==> src/rtl/tmr_pkg.sv <==
package tmr_pkg;
   typedef enum logic [1:0] {
      SRC_PWM   = 2'd0,
      SRC_PRESC = 2'd1,
      SRC_WIDE  = 2'd2,
      SRC_PIN   = 2'd3
   } src_sel_e;

   localparam int SRC_COUNT    = 4;
   localparam int SRC_SEL_W    = 2;
   localparam logic REG_RELOAD = 1'b0;
   localparam logic REG_CTRL   = 1'b1;
   localparam int CTRL_RUN_BIT = 0;
   localparam int CTRL_SRC_LSB = 1;
endpackage

==> src/rtl/tmr_cfg_regs.sv <==
module tmr_cfg_regs
   import tmr_pkg::*;
#(
   parameter int CNT_W = 8
) (
   input  logic             clk,
   input  logic             rst_n,
   input  logic             wr_en,
   input  logic             wr_sel,
   input  logic [CNT_W-1:0] wr_data,
   output logic [CNT_W-1:0] rld_q,
   output logic             run_q,
   output src_sel_e         src_q,
   output logic             load_stb,
   output logic [CNT_W-1:0] load_val
);
   localparam int CTRL_BITS = CTRL_SRC_LSB + SRC_SEL_W;

   if (CNT_W < CTRL_BITS) begin : g_bad_width
      $error("tmr_cfg_regs: CNT_W too narrow for control fields");
   end

   logic wr_rld, wr_ctl;
   assign wr_rld = wr_en && (wr_sel == REG_RELOAD);
   assign wr_ctl = wr_en && (wr_sel == REG_CTRL);

   always_ff @(posedge clk or negedge rst_n) begin
      if (!rst_n) begin
         rld_q <= '0;
         run_q <= 1'b0;
         src_q <= SRC_PWM;
      end else begin
         if (wr_rld) rld_q <= wr_data;
         if (wr_ctl) begin
            run_q <= wr_data[CTRL_RUN_BIT];
            src_q <= src_sel_e'(wr_data[CTRL_SRC_LSB +: SRC_SEL_W]);
         end
      end
   end

   assign load_stb = wr_rld && !run_q;
   assign load_val = wr_data;

   assert_ctrl_hold_R5: assert property (@(posedge clk) disable iff (!rst_n)
      !wr_ctl |=> ($stable(run_q) && $stable(src_q)));
   assert_rld_write_R9: assert property (@(posedge clk) disable iff (!rst_n)
      wr_rld |=> (rld_q == $past(wr_data)));
endmodule

==> src/rtl/tmr_edge_sync.sv <==
module tmr_edge_sync #(
   parameter int   SYNC_STAGES = 2,
   parameter logic RISE_EDGE   = 1'b1
) (
   input  logic clk,
   input  logic rst_n,
   input  logic pin_in,
   output logic edge_stb
);
   localparam int MSB = SYNC_STAGES - 1;

   if (SYNC_STAGES < 2) begin : g_bad_sync
      $error("tmr_edge_sync: at least two synchroniser stages required");
   end

   logic [MSB:0] sync_q;
   logic         prev_q;

   always_ff @(posedge clk or negedge rst_n) begin
      if (!rst_n) begin
         sync_q <= '0;
         prev_q <= 1'b0;
      end else begin
         sync_q <= {sync_q[MSB-1:0], pin_in};
         prev_q <= sync_q[MSB];
      end
   end

   if (RISE_EDGE) begin : g_rise
      assign edge_stb = sync_q[MSB] && !prev_q;
   end else begin : g_fall
      assign edge_stb = !sync_q[MSB] && prev_q;
   end

   assert_single_edge_R6: assert property (@(posedge clk) disable iff (!rst_n)
      edge_stb |=> !edge_stb);
endmodule

==> src/rtl/tmr_down_core.sv <==
module tmr_down_core #(
   parameter int CNT_W = 8
) (
   input  logic             clk,
   input  logic             rst_n,
   input  logic             cnt_en,
   input  logic             load_stb,
   input  logic [CNT_W-1:0] load_val,
   input  logic [CNT_W-1:0] rld,
   output logic [CNT_W-1:0] cnt_q,
   output logic             uf
);
   if (CNT_W < 2) begin : g_bad_cnt
      $error("tmr_down_core: CNT_W must be at least 2");
   end

   logic at_zero;
   assign at_zero = (cnt_q == '0);
   assign uf      = cnt_en && at_zero;

   always_ff @(posedge clk or negedge rst_n) begin
      if (!rst_n) begin
         cnt_q <= '0;
      end else if (load_stb) begin
         cnt_q <= load_val;
      end else if (cnt_en) begin
         cnt_q <= at_zero ? rld : cnt_q - 1'b1;
      end
   end

   assert_reload_R4: assert property (@(posedge clk) disable iff (!rst_n)
      (cnt_en && !load_stb && cnt_q == '0) |=> (cnt_q == $past(rld)));
   assert_step_R3: assert property (@(posedge clk) disable iff (!rst_n)
      (cnt_en && !load_stb && cnt_q != '0) |=> (cnt_q == CNT_W'($past(cnt_q) - 1'b1)));
   assert_hold_R3: assert property (@(posedge clk) disable iff (!rst_n)
      (!cnt_en && !load_stb) |=> $stable(cnt_q));
   assert_preset_R9: assert property (@(posedge clk) disable iff (!rst_n)
      load_stb |=> (cnt_q == $past(load_val)));
endmodule

==> src/rtl/tmr_out_ctrl.sv <==
module tmr_out_ctrl #(
   parameter logic PIN_RESET = 1'b0
) (
   input  logic clk,
   input  logic rst_n,
   input  logic uf_in,
   input  logic irq_clr,
   output logic uf_q,
   output logic irq_q,
   output logic pin_q
);
   always_ff @(posedge clk or negedge rst_n) begin
      if (!rst_n) begin
         uf_q  <= 1'b0;
         irq_q <= 1'b0;
         pin_q <= PIN_RESET;
      end else begin
         uf_q <= uf_in;
         if (uf_in)        irq_q <= 1'b1;
         else if (irq_clr) irq_q <= 1'b0;
         if (uf_in)        pin_q <= !pin_q;
      end
   end

   assert_irq_set_R7: assert property (@(posedge clk) disable iff (!rst_n)
      uf_in |=> irq_q);
   assert_irq_sticky_R7: assert property (@(posedge clk) disable iff (!rst_n)
      (irq_q && !irq_clr) |=> irq_q);
   assert_toggle_R8: assert property (@(posedge clk) disable iff (!rst_n)
      uf_in |=> (pin_q != $past(pin_q)));
   assert_pin_hold_R8: assert property (@(posedge clk) disable iff (!rst_n)
      !uf_in |=> $stable(pin_q));
endmodule

==> src/rtl/rld_down_timer.sv <==
module rld_down_timer
   import tmr_pkg::*;
#(
   parameter int   CNT_W       = 8,
   parameter int   SYNC_STAGES = 2,
   parameter logic PIN_RESET   = 1'b0
) (
   input  logic             clk,
   input  logic             rst_n,
   input  logic             reg_wr_en,
   input  logic             reg_wr_sel,
   input  logic [CNT_W-1:0] reg_wr_data,
   input  logic             irq_clr,
   input  logic             src_pwm_stb,
   input  logic             src_presc_stb,
   input  logic             src_wide_uf_stb,
   input  logic             ext_cnt_pin,
   output logic [CNT_W-1:0] count_val,
   output logic             uf_pulse,
   output logic             irq_flag,
   output logic             cnt_out_pin
);
   logic [CNT_W-1:0]     rld, load_val;
   logic                 run, load_stb, pin_evt, cnt_en, uf;
   src_sel_e             src;
   logic [SRC_COUNT-1:0] src_vec;

   tmr_cfg_regs #(.CNT_W(CNT_W)) u_cfg (
      .clk(clk), .rst_n(rst_n),
      .wr_en(reg_wr_en), .wr_sel(reg_wr_sel), .wr_data(reg_wr_data),
      .rld_q(rld), .run_q(run), .src_q(src),
      .load_stb(load_stb), .load_val(load_val)
   );

   tmr_edge_sync #(.SYNC_STAGES(SYNC_STAGES), .RISE_EDGE(1'b1)) u_sync (
      .clk(clk), .rst_n(rst_n), .pin_in(ext_cnt_pin), .edge_stb(pin_evt)
   );

   always_comb begin
      src_vec            = '0;
      src_vec[SRC_PWM]   = src_pwm_stb;
      src_vec[SRC_PRESC] = src_presc_stb;
      src_vec[SRC_WIDE]  = src_wide_uf_stb;
      src_vec[SRC_PIN]   = pin_evt;
   end

   assign cnt_en = run && src_vec[src];

   tmr_down_core #(.CNT_W(CNT_W)) u_core (
      .clk(clk), .rst_n(rst_n),
      .cnt_en(cnt_en), .load_stb(load_stb), .load_val(load_val),
      .rld(rld), .cnt_q(count_val), .uf(uf)
   );

   tmr_out_ctrl #(.PIN_RESET(PIN_RESET)) u_out (
      .clk(clk), .rst_n(rst_n),
      .uf_in(uf), .irq_clr(irq_clr),
      .uf_q(uf_pulse), .irq_q(irq_flag), .pin_q(cnt_out_pin)
   );

   assert_en_needs_run_R1: assert property (@(posedge clk) disable iff (!rst_n)
      !run |=> $stable(count_val) || $past(load_stb));
endmodule

==> config.mk <==
export PLATFORM = sky130hd
export DESIGN_NAME = rld_down_timer
export DESIGN_NICKNAME = d
export VERILOG_FILES = /design/src/rtl/tmr_pkg.sv /design/src/rtl/tmr_cfg_regs.sv /design/src/rtl/tmr_edge_sync.sv /design/src/rtl/tmr_down_core.sv /design/src/rtl/tmr_out_ctrl.sv /design/src/rtl/rld_down_timer.sv
export SDC_FILE = /design/constraint.sdc
export NUM_CORES = 1
export LEC_CHECK = 0
export ABC_AREA = 1
export BUFFER_PORTS_ARGS = -buffer_cell sky130_fd_sc_hd__buf_2
export CELL_PAD_IN_SITES_DETAIL_PLACEMENT = 1
export CELL_PAD_IN_SITES_GLOBAL_PLACEMENT = 2
export CORE_MARGIN = 1.5
export CORE_UTILIZATION = 33
export DETAILED_ROUTE_END_ITERATION = 8
export GPL_TIMING_DRIVEN = 1
export PLACE_DENSITY_LB_ADDON = 0.1
export SYNTH_ARGS = -nofsm -noshare
export SYNTH_HDL_FRONTEND = slang
export SYNTH_HIERARCHICAL = 1
export SYNTH_SLANG_ARGS = --single-unit
export TNS_END_PERCENT = 5
==> constraint.sdc <==
create_clock -name clk -period 3.45 [get_ports clk]
set_input_delay 0.1725 -clock clk [delete_from_list [all_inputs] [get_ports clk]]
set_output_delay 0.1725 -clock clk [all_outputs]
set_load 0.05 [all_outputs]
==> results of run 1 <==
cell usage after synthesis:
cell type  instances  share of area
nor3b_1            1         0.0052
nand3_2            1         0.0069
a21oi_1            6          0.021
o21ai_1            1         0.0035
buf_6              2          0.016
inv_2              3         0.0078
inv_1             28          0.073
nor2_2             5          0.022
nor2_4             1         0.0078
dfrtp_1           25           0.43
nor2_1             5          0.013
ha_1               2          0.017
nand2_1           63           0.16
nand3_1           27          0.094
buf_4              8          0.042
nand2_4            2          0.016
o21ai_0            2         0.0069
nor3_1             1         0.0035
nand2_2            2         0.0087
a22oi_1            5          0.026
nor2_8             1          0.014
path summary, 6_finish.rpt:
check | depth (start not counted) | startpoint | to | slack [ns]
worst min register to register | 0 | u_sync/sync_q[0]$_DFF_PN0_ | u_sync/sync_q[1]$_DFF_PN0_ | 0.36
worst max-delay path | 10 | u_sync/prev_q$_DFF_PN0_ | u_out/pin_q$_DFFE_PN0P_ | 1.76
min in group asynchronous | 2 | rst_n | u_out/pin_q$_DFFE_PN0P_ | 0.41
worst min-delay path | 4 | irq_clr | u_out/irq_q$_DFFE_PN0P_ | 0.13
worst max register to register | 10 | u_sync/prev_q$_DFF_PN0_ | u_out/pin_q$_DFFE_PN0P_ | 1.76
max in group asynchronous | 2 | rst_n | u_cfg/rld_q[3]$_DFFE_PN0P_ | 2.67
power by group:
group / internal (W) / leakage, nW / total [W] / switching, W
Clock: 0.0000828 / 0.0228 / 0.000177 / 0.0000945
Combinational: 0.000175 / 0.595 / 0.000624 / 0.000450
Sequential: 0.000358 / 0.311 / 0.000442 / 0.0000836
cell families after synthesis:
| family | after synthesis |
|---|---|
| buf+inv | 41 |
| simple gates | 109 |
| fa+ha+maj | 2 |
| compound gates | 14 |
| flops | 25 |
flip-flops by register name (all words and copies together) (netlist names):
| register | cells |
|---|---|
| u_cfg/rld_q | 8 |
| u_cfg/run_q | 1 |
| u_cfg/src_q | 2 |
| u_core/cnt_q | 8 |
| u_out/irq_q | 1 |
| u_out/pin_q | 1 |
| u_out/uf_q | 1 |
| u_sync/prev_q | 1 |
| u_sync/sync_q | 2 |
stage by stage:
stage / util / power [W] / hold slack (ns) / setup slack, ns
finish: 0.394 / 0.00124 / 0.132 / 1.76
global route: 0.394 / 0.00134 / 0.168 / 1.56
CTS: 0.392 / 0.00126 / 0.00112 / 1.73
detailed placement: 0.379 / 0.00108 / 0.204 / 1.73
global placement: 0.379 / 0.00107 / 0.188 / 1.82
floorplan: - / 0.000916 / -0.123 / 1.82
repair_timing:
action / CTS / global route
hold buffers: 1 / 1
buffers inserted: 0 / 0
setup endpoints to repair: 0 / 0
hold endpoints to repair: 25 / 1
worst max-delay path, delay by kind of cell (launching register included):
family / cells / cell delay [ns]
buf+inv: 3 / 0.29
simple gates: 6 / 0.71
flops: 1 / 0.38
compound gates: 1 / 0.21
layer usage:
| metal | GRT usage | share of wire | up-vias |
|---|---|---|---|
| met5 | 0 | 0 | - |
| met4 | 0.0392 | 0.0083 | 0 |
| met3 | 0.0278 | 0.037 | 4 |
| met2 | 0.256 | 0.45 | 23 |
| met1 | 0.215 | 0.50 | 583 |
| li1 | - | - | 631 |
layout make-up:
type	count	area (sq um)	area share
multi-input cells	125	618	0.381
well taps	50	62.6	0.0386
inverters	31	116	0.0717
repair buffers	29	155	0.0956
clock buffers	4	45.0	0.0278
flip-flops and latches	25	626	0.386
layout by cell type (no fill, tap or decap):
master,Yosys,routed
nand2_1,63,63
inv_1,28,28
nand3_1,27,27
buf_2,0,27
dfrtp_1,25,25
a21oi_1,6,6
nor2_1,5,5
nor2_2,5,5
a22oi_1,5,5
clkbuf_8,0,3
inv_2,3,3
dlygate4sd3_1,0,2
nand2_4,2,2
nand2_2,2,2
o21ai_0,2,2
ha_1,2,2
clkbuf_1,0,1
nand3_2,1,1
nor2_4,1,1
nor3_1,1,1
nor3b_1,1,1
nor2_8,1,1
o21ai_1,1,1
==> summary.md, run 1 <==
| Metric | Value |
|---|---|
| Die width | `69.1 um` |
| Xor/xnor share of the synthesized area | `0` |
| Mux cell area share after synthesis | `0` |
| Fillers | `537` |
| Std cell rows | `23` |
| Grt total ovfl | `0` |
| Final setup vio count | `0` |
| Max Clock Freq | `590 MHz` |
| Layout Area Growth over Synthesis | `12.5%` |
| Syn_area_per_cell | `7.55 sq um` |
| Mapped Area | `1440 sq um` |
| Port bufs | `27` |
| Pin count of the biggest net entering global routing | `26` |
| Die height | `69.1 um` |
| Yosys warnings | `6` |
| Ratio of cells with drive above 1 in the final layout | `0.210` |
| H-Tree Depth | `1` |
| Worst-margin pin slew | `0.689 ns` |
| Worst path slowest cell | `dfrtp_1` |
| Setup crit start kind | `flop` |
| Worst Path Arrival | `1.86 ns` |
| Final Hold Fails | `0` |
| CTS root buf | `clkbuf_8` |
| Final TNS setup | `0 ns` |
| Power per cell area | `766 nW/um^2` |
| Outcome | `finished clean` |
| Fraction of the mapped netlist area in simple logic gates | `0.354` |
| Library cells used by synthesis | `21` |
| Largest family of logic cells by synthesized area | `simple AND/OR/NAND/NOR gates` |
| Antenna diodes | `0` |
| Crit Path Max Fanout | `3` |
| Peak VDD IR | `0.000212 V` |
| Placement Cell Area | `1560 sq um` |
| Worst hold path class | `in2reg` |
| Crit path capture type | `flop` |
| Post-Route WL | `3480 um` |
| Register area share after synthesis | `0.434` |
| Max-Cap Viols | `0` |
| Clock sinks | `25` |
| CORE AREA | `4120 sq um` |
| Final nets | `234` |
| Leak pwr | `0.929 nW` |
| Placed cells | `258` |
| Synth Area in Compound Gates | `0.0572` |
| Final Instance Area | `1620 sq um` |
| RSZ-0062 raised after global routing | `no` |
| Starting Density | `0.351` |
| Overall Global Routing Usage | `0.157` |
| Worst-Skew Late Latency | `0.27 ns` |
| CP Cell Sequence | `nor2_2, inv_1, nand2_1, nand3_1, a21oi_1, inv_1, nor3_1, inv_1, nand2_1, nand2_1` |
| Synth Register Bits | `25` |
| Fin crit share | `0.491` |
| Gate Count Post-Synth | `191` |
| Die area | `4780 sq um` |
| DP Wirelength | `2820 um` |
| CTS buffer count | `3` |
| Setup CP Type | `reg2reg` |
| Vias in the first global route | `1,311` |
| WP data required | `3.62 ns` |
| Final Instance Count excl. Fillers | `264` |
| Syn Nets | `210` |
| 1st-pass router iterations | `4` |
| Slew headroom | `0.539` |
| Via density | `4.70` |
| Clk buf depth | `2` |
| Reg clk slew, reported paths | `0.09 ns` |
| CTS resizes | `0` |
| Clk_skew | `0.00205 ns` |
| CP peak stage delay | `0.38 ns` |
| Vias after detailed routing | `1,241` |
| Global-route wire length before repair | `6120 um` |
| Post-route minimum period | `1.69 ns` |
| # IOs | `28` |
| Routed Antenna Nets | `0` |
| TritonCTS clock tree | `yes` |
| Adder-cell share of the synthesized area | `0.0173` |
| Initial DRC count | `44` |
| Antenna violations before repair | `0` |
| Remaining DRCs | `0` |
| Slew Limit Fails | `0` |
| WL/cell | `13.2 um` |
| RePlAce Congestion | `0.754` |
Power figures use the tool's default switching activity.
==> inputs of run 2 (changes only) <==
--- a/config.mk
+++ b/config.mk
@@ -10,7 +10,7 @@
 export CELL_PAD_IN_SITES_DETAIL_PLACEMENT = 1
 export CELL_PAD_IN_SITES_GLOBAL_PLACEMENT = 2
 export CORE_MARGIN = 1.5
-export CORE_UTILIZATION = 33
+export CORE_UTILIZATION = 30
 export DETAILED_ROUTE_END_ITERATION = 8
 export GPL_TIMING_DRIVEN = 1
 export PLACE_DENSITY_LB_ADDON = 0.1
==> constraint.sdc (replaced) <==
create_clock -name clk -period 1.7 [get_ports clk]
set_input_delay 0.085 -clock clk [delete_from_list [all_inputs] [get_ports clk]]
set_output_delay 0.085 -clock clk [all_outputs]
set_load 0.05 [all_outputs]
==> run 2 against run 1 <==
  * Non-clock buffer count increased by 2
  * Critical endpoint is now u_core/cnt_q[7]$_DFFE_PN0P_
  * Register-to-register slack got worse by 1.5 ns
  * Critical path depth increased by 1
  * Clock skew increased by 0.0010 ns
  * Sequential cell count unchanged
  * Core utilization decreased by 4.1 points
  * Global-route usage decreased by 0.11 points
  * Largest power group unchanged
  * Highest routed layer unchanged
  * Clock-buffer cell count unchanged
  * Total power increased by 110%
==> summary.md, run 2 (synthesis results as in run 1) <==
| Metric | Value |
|---|---|
| Worst hold margin | `0.0257 ns (-0.107 ns)` |
| H-Tree Depth | `1 (unchanged)` |
| Power per cell area | `1550 nW/um^2 (+100%)` |
| Final Worst Setup Slack | `0.222 ns (-1.53 ns)` |
| Final Hold Fails | `0 (unchanged)` |
| Area of the multi-input gates | `632 sq um (+2.2%)` |
| Antenna diodes | `0 (unchanged)` |
| Final Instance Count excl. Fillers | `270 (+2.3%)` |
| Vias after detailed routing | `1,265 (+1.9%)` |
| CTS buffer count | `3 (unchanged)` |
| Routed Antenna Nets | `0 (unchanged)` |
| Flop-to-flop setup slack | `0.22 ns (-1.53 ns)` |
| Worst-margin pin slew | `0.573 ns (-0.115 ns)` |
| Ratio of cells with drive above 1 in the final layout | `0.227 (+0.0166)` |
| Reg-to-reg endpoint | `u_core/cnt_q[7]$_DFFE_PN0P_` |
| Worst Path Arrival | `1.69 ns (-0.17 ns)` |
| CTS root buf | `clkbuf_8` |
| Slew headroom | `0.618 (+0.0784)` |
| Via density | `4.69 (-0.33%)` |
| Overall Global Routing Usage | `0.156 (-0.00110)` |
| Die area | `5230 sq um (+9.5%)` |
| WP data required | `1.91 ns (-1.71 ns)` |
| Remaining DRCs | `0 (unchanged)` |
| Final setup vio count | `0 (unchanged)` |
| Port bufs | `27 (unchanged)` |
| Hold endpoint | `u_out/irq_q$_DFFE_PN0P_` |
| Post-Route WL | `3600 um (+3.4%)` |
| Largest registers | `u_cfg/rld_q x8, u_core/cnt_q x8` |
| Antenna violations before repair | `0 (unchanged)` |
| Layout Area Growth over Synthesis | `14.8%` |
| Clk buf depth | `2 (unchanged)` |
| Hold path cells | `4 (unchanged)` |
| Post-route minimum period | `1.48 ns (-0.216 ns)` |
| # IOs | `28 (unchanged)` |
| CORE AREA | `4690 sq um (+14%)` |
| Setup crit start kind | `flop` |
| Crit path capture type | `flop` |
| RePlAce Congestion | `0.714 (-5.2%)` |
| Clock sinks | `25 (unchanged)` |
| DP Wirelength | `2900 um (+2.7%)` |
| Worst-Skew Late Latency | `0.27 ns (about the same)` |
| Worst hold path class | `in2reg` |
| Sequential standard cell area | `626 sq um (unchanged)` |
| Max-Cap Viols | `0 (unchanged)` |
| Starting Density | `0.307 (-0.0431)` |
| Initial DRC count | `31 (-30%)` |
| Leak pwr | `0.940 nW (+1.2%)` |
| Grt total ovfl | `0 (unchanged)` |
| Clk_skew | `0.00309 ns (+0.00104 ns)` |
| RSZ-0062 raised after global routing | `no` |
| 1st-pass router iterations | `4 (unchanged)` |
| Die width | `72.3 um (+4.7%)` |
| Commonest cells after routing, fill and taps aside | `63 x nand2_1, 28 x inv_1, 27 x nand3_1, 27 x buf_2, 25 x dfrtp_1` |
| Setup CP Type | `reg2reg` |
| Worst Hold Launch | `irq_clr` |
| TritonCTS clock tree | `yes` |
| Worst R2R Path Depth | `11 (+1)` |
| Reg clk slew, reported paths | `0.09 ns (about the same)` |
| Post-CTS setup buffer count | `0 (unchanged)` |
| Crit Path Max Fanout | `5 (+2)` |
| Place WS | `0.0862 ns (-1.64 ns)` |
| Peak VDD IR | `0.000449 V (+110%)` |
| Global-route wire length before repair | `6270 um (+2.4%)` |
| Die height | `72.3 um (+4.7%)` |
| Vias in the first global route | `1,303 (-0.61%)` |
| Fillers | `602 (+12%)` |
| Reg-to-reg startpoint | `u_sync/prev_q$_DFF_PN0_` |
| Max Clock Freq | `677 MHz (+15%)` |
| Slew Limit Fails | `0 (unchanged)` |
| Fin crit share | `0.869 (+0.378)` |
| Final TNS setup | `0 ns (unchanged)` |
| Final nets | `236 (+0.85%)` |
| Pin count of the biggest net entering global routing | `26 (unchanged)` |
| Outcome | `finished clean` |
| Std cell rows | `25 (+8.7%)` |
| Commonest non-fill, non-tap cell in the layout | `nand2_1` |
| WL/cell | `13.3 um (+1.1%)` |
| Placed cells | `264 (+2.3%)` |
## run 2: timing repair
item | 4_1_cts | 5_1_grt
setup endpoints to repair | 0 | 6
resized for setup | 0 | 3
hold buffers | 2 | 0
hold endpoints to repair | 26 | 0
## run 2: per-layer routing
layer  GRT usage  vias to the layer above  share of wire
met4      0.0503                        0          0.013
met1       0.227                      600           0.52
met3      0.0250                        5          0.035
li1            -                      635              -
met5           0                        -              0
met2       0.236                       25           0.43
## run 2: per-stage QoR
| stage | utilization | instance area, sq um | power [W] |
|---|---|---|---|
| floorplan | - | 1440 | 0.00186 |
| global placement | 0.336 | 1580 | 0.00218 |
| detailed placement | 0.336 | 1580 | 0.00222 |
| CTS | 0.350 | 1640 | 0.00259 |
| global route | 0.353 | 1660 | 0.00278 |
| finish | 0.353 | 1660 | 0.00256 |
## run 2: how the worst max path moves through the flow
stage               cells after the start                           to                         from  slack [ns]
floorplan                               7      u_out/pin_q$_DFFE_PN0P_  u_core/cnt_q[0]$_DFFE_PN0P_        0.07
global placement                        9      u_out/pin_q$_DFFE_PN0P_   u_cfg/src_q[0]$_DFFE_PN0P_         0.1
detailed placement                     10      u_out/pin_q$_DFFE_PN0P_      u_sync/prev_q$_DFF_PN0_        0.09
CTS                                    10      u_out/pin_q$_DFFE_PN0P_      u_sync/prev_q$_DFF_PN0_        0.07
global route                           12  u_core/cnt_q[7]$_DFFE_PN0P_   u_sync/sync_q[1]$_DFF_PN0_        0.03
finish                                 11  u_core/cnt_q[7]$_DFFE_PN0P_      u_sync/prev_q$_DFF_PN0_        0.22
## run 2: cell type report
cell class,instances,share of cell area
Multi-Input combinational cell,125,0.381
Clock buffer,4,0.0272
Tap cell,54,0.0408
Inverter,31,0.0702
Sequential cell,25,0.378
Timing Repair Buffer,31,0.103
## run 2: where the power goes
group	internal (W)	total (W)	leakage, nW	switching, W
registers	0.000727	0.000892	0.311	0.000165
clock network	0.000168	0.000360	0.0228	0.000192
logic	0.000371	0.00131	0.606	0.000936
## run 2: worst max-delay path, cell delays in order (launching register included)
cell and delay (ns):
dfrtp_1 0.39, nor2_2 0.10, inv_1 0.04, nand2_1 0.05
nand3_1 0.08, a21oi_2 0.16, inv_1 0.11, nor2_4 0.12
inv_1 0.10, a21oi_1 0.13, nand2_1 0.08, nand2_1 0.06
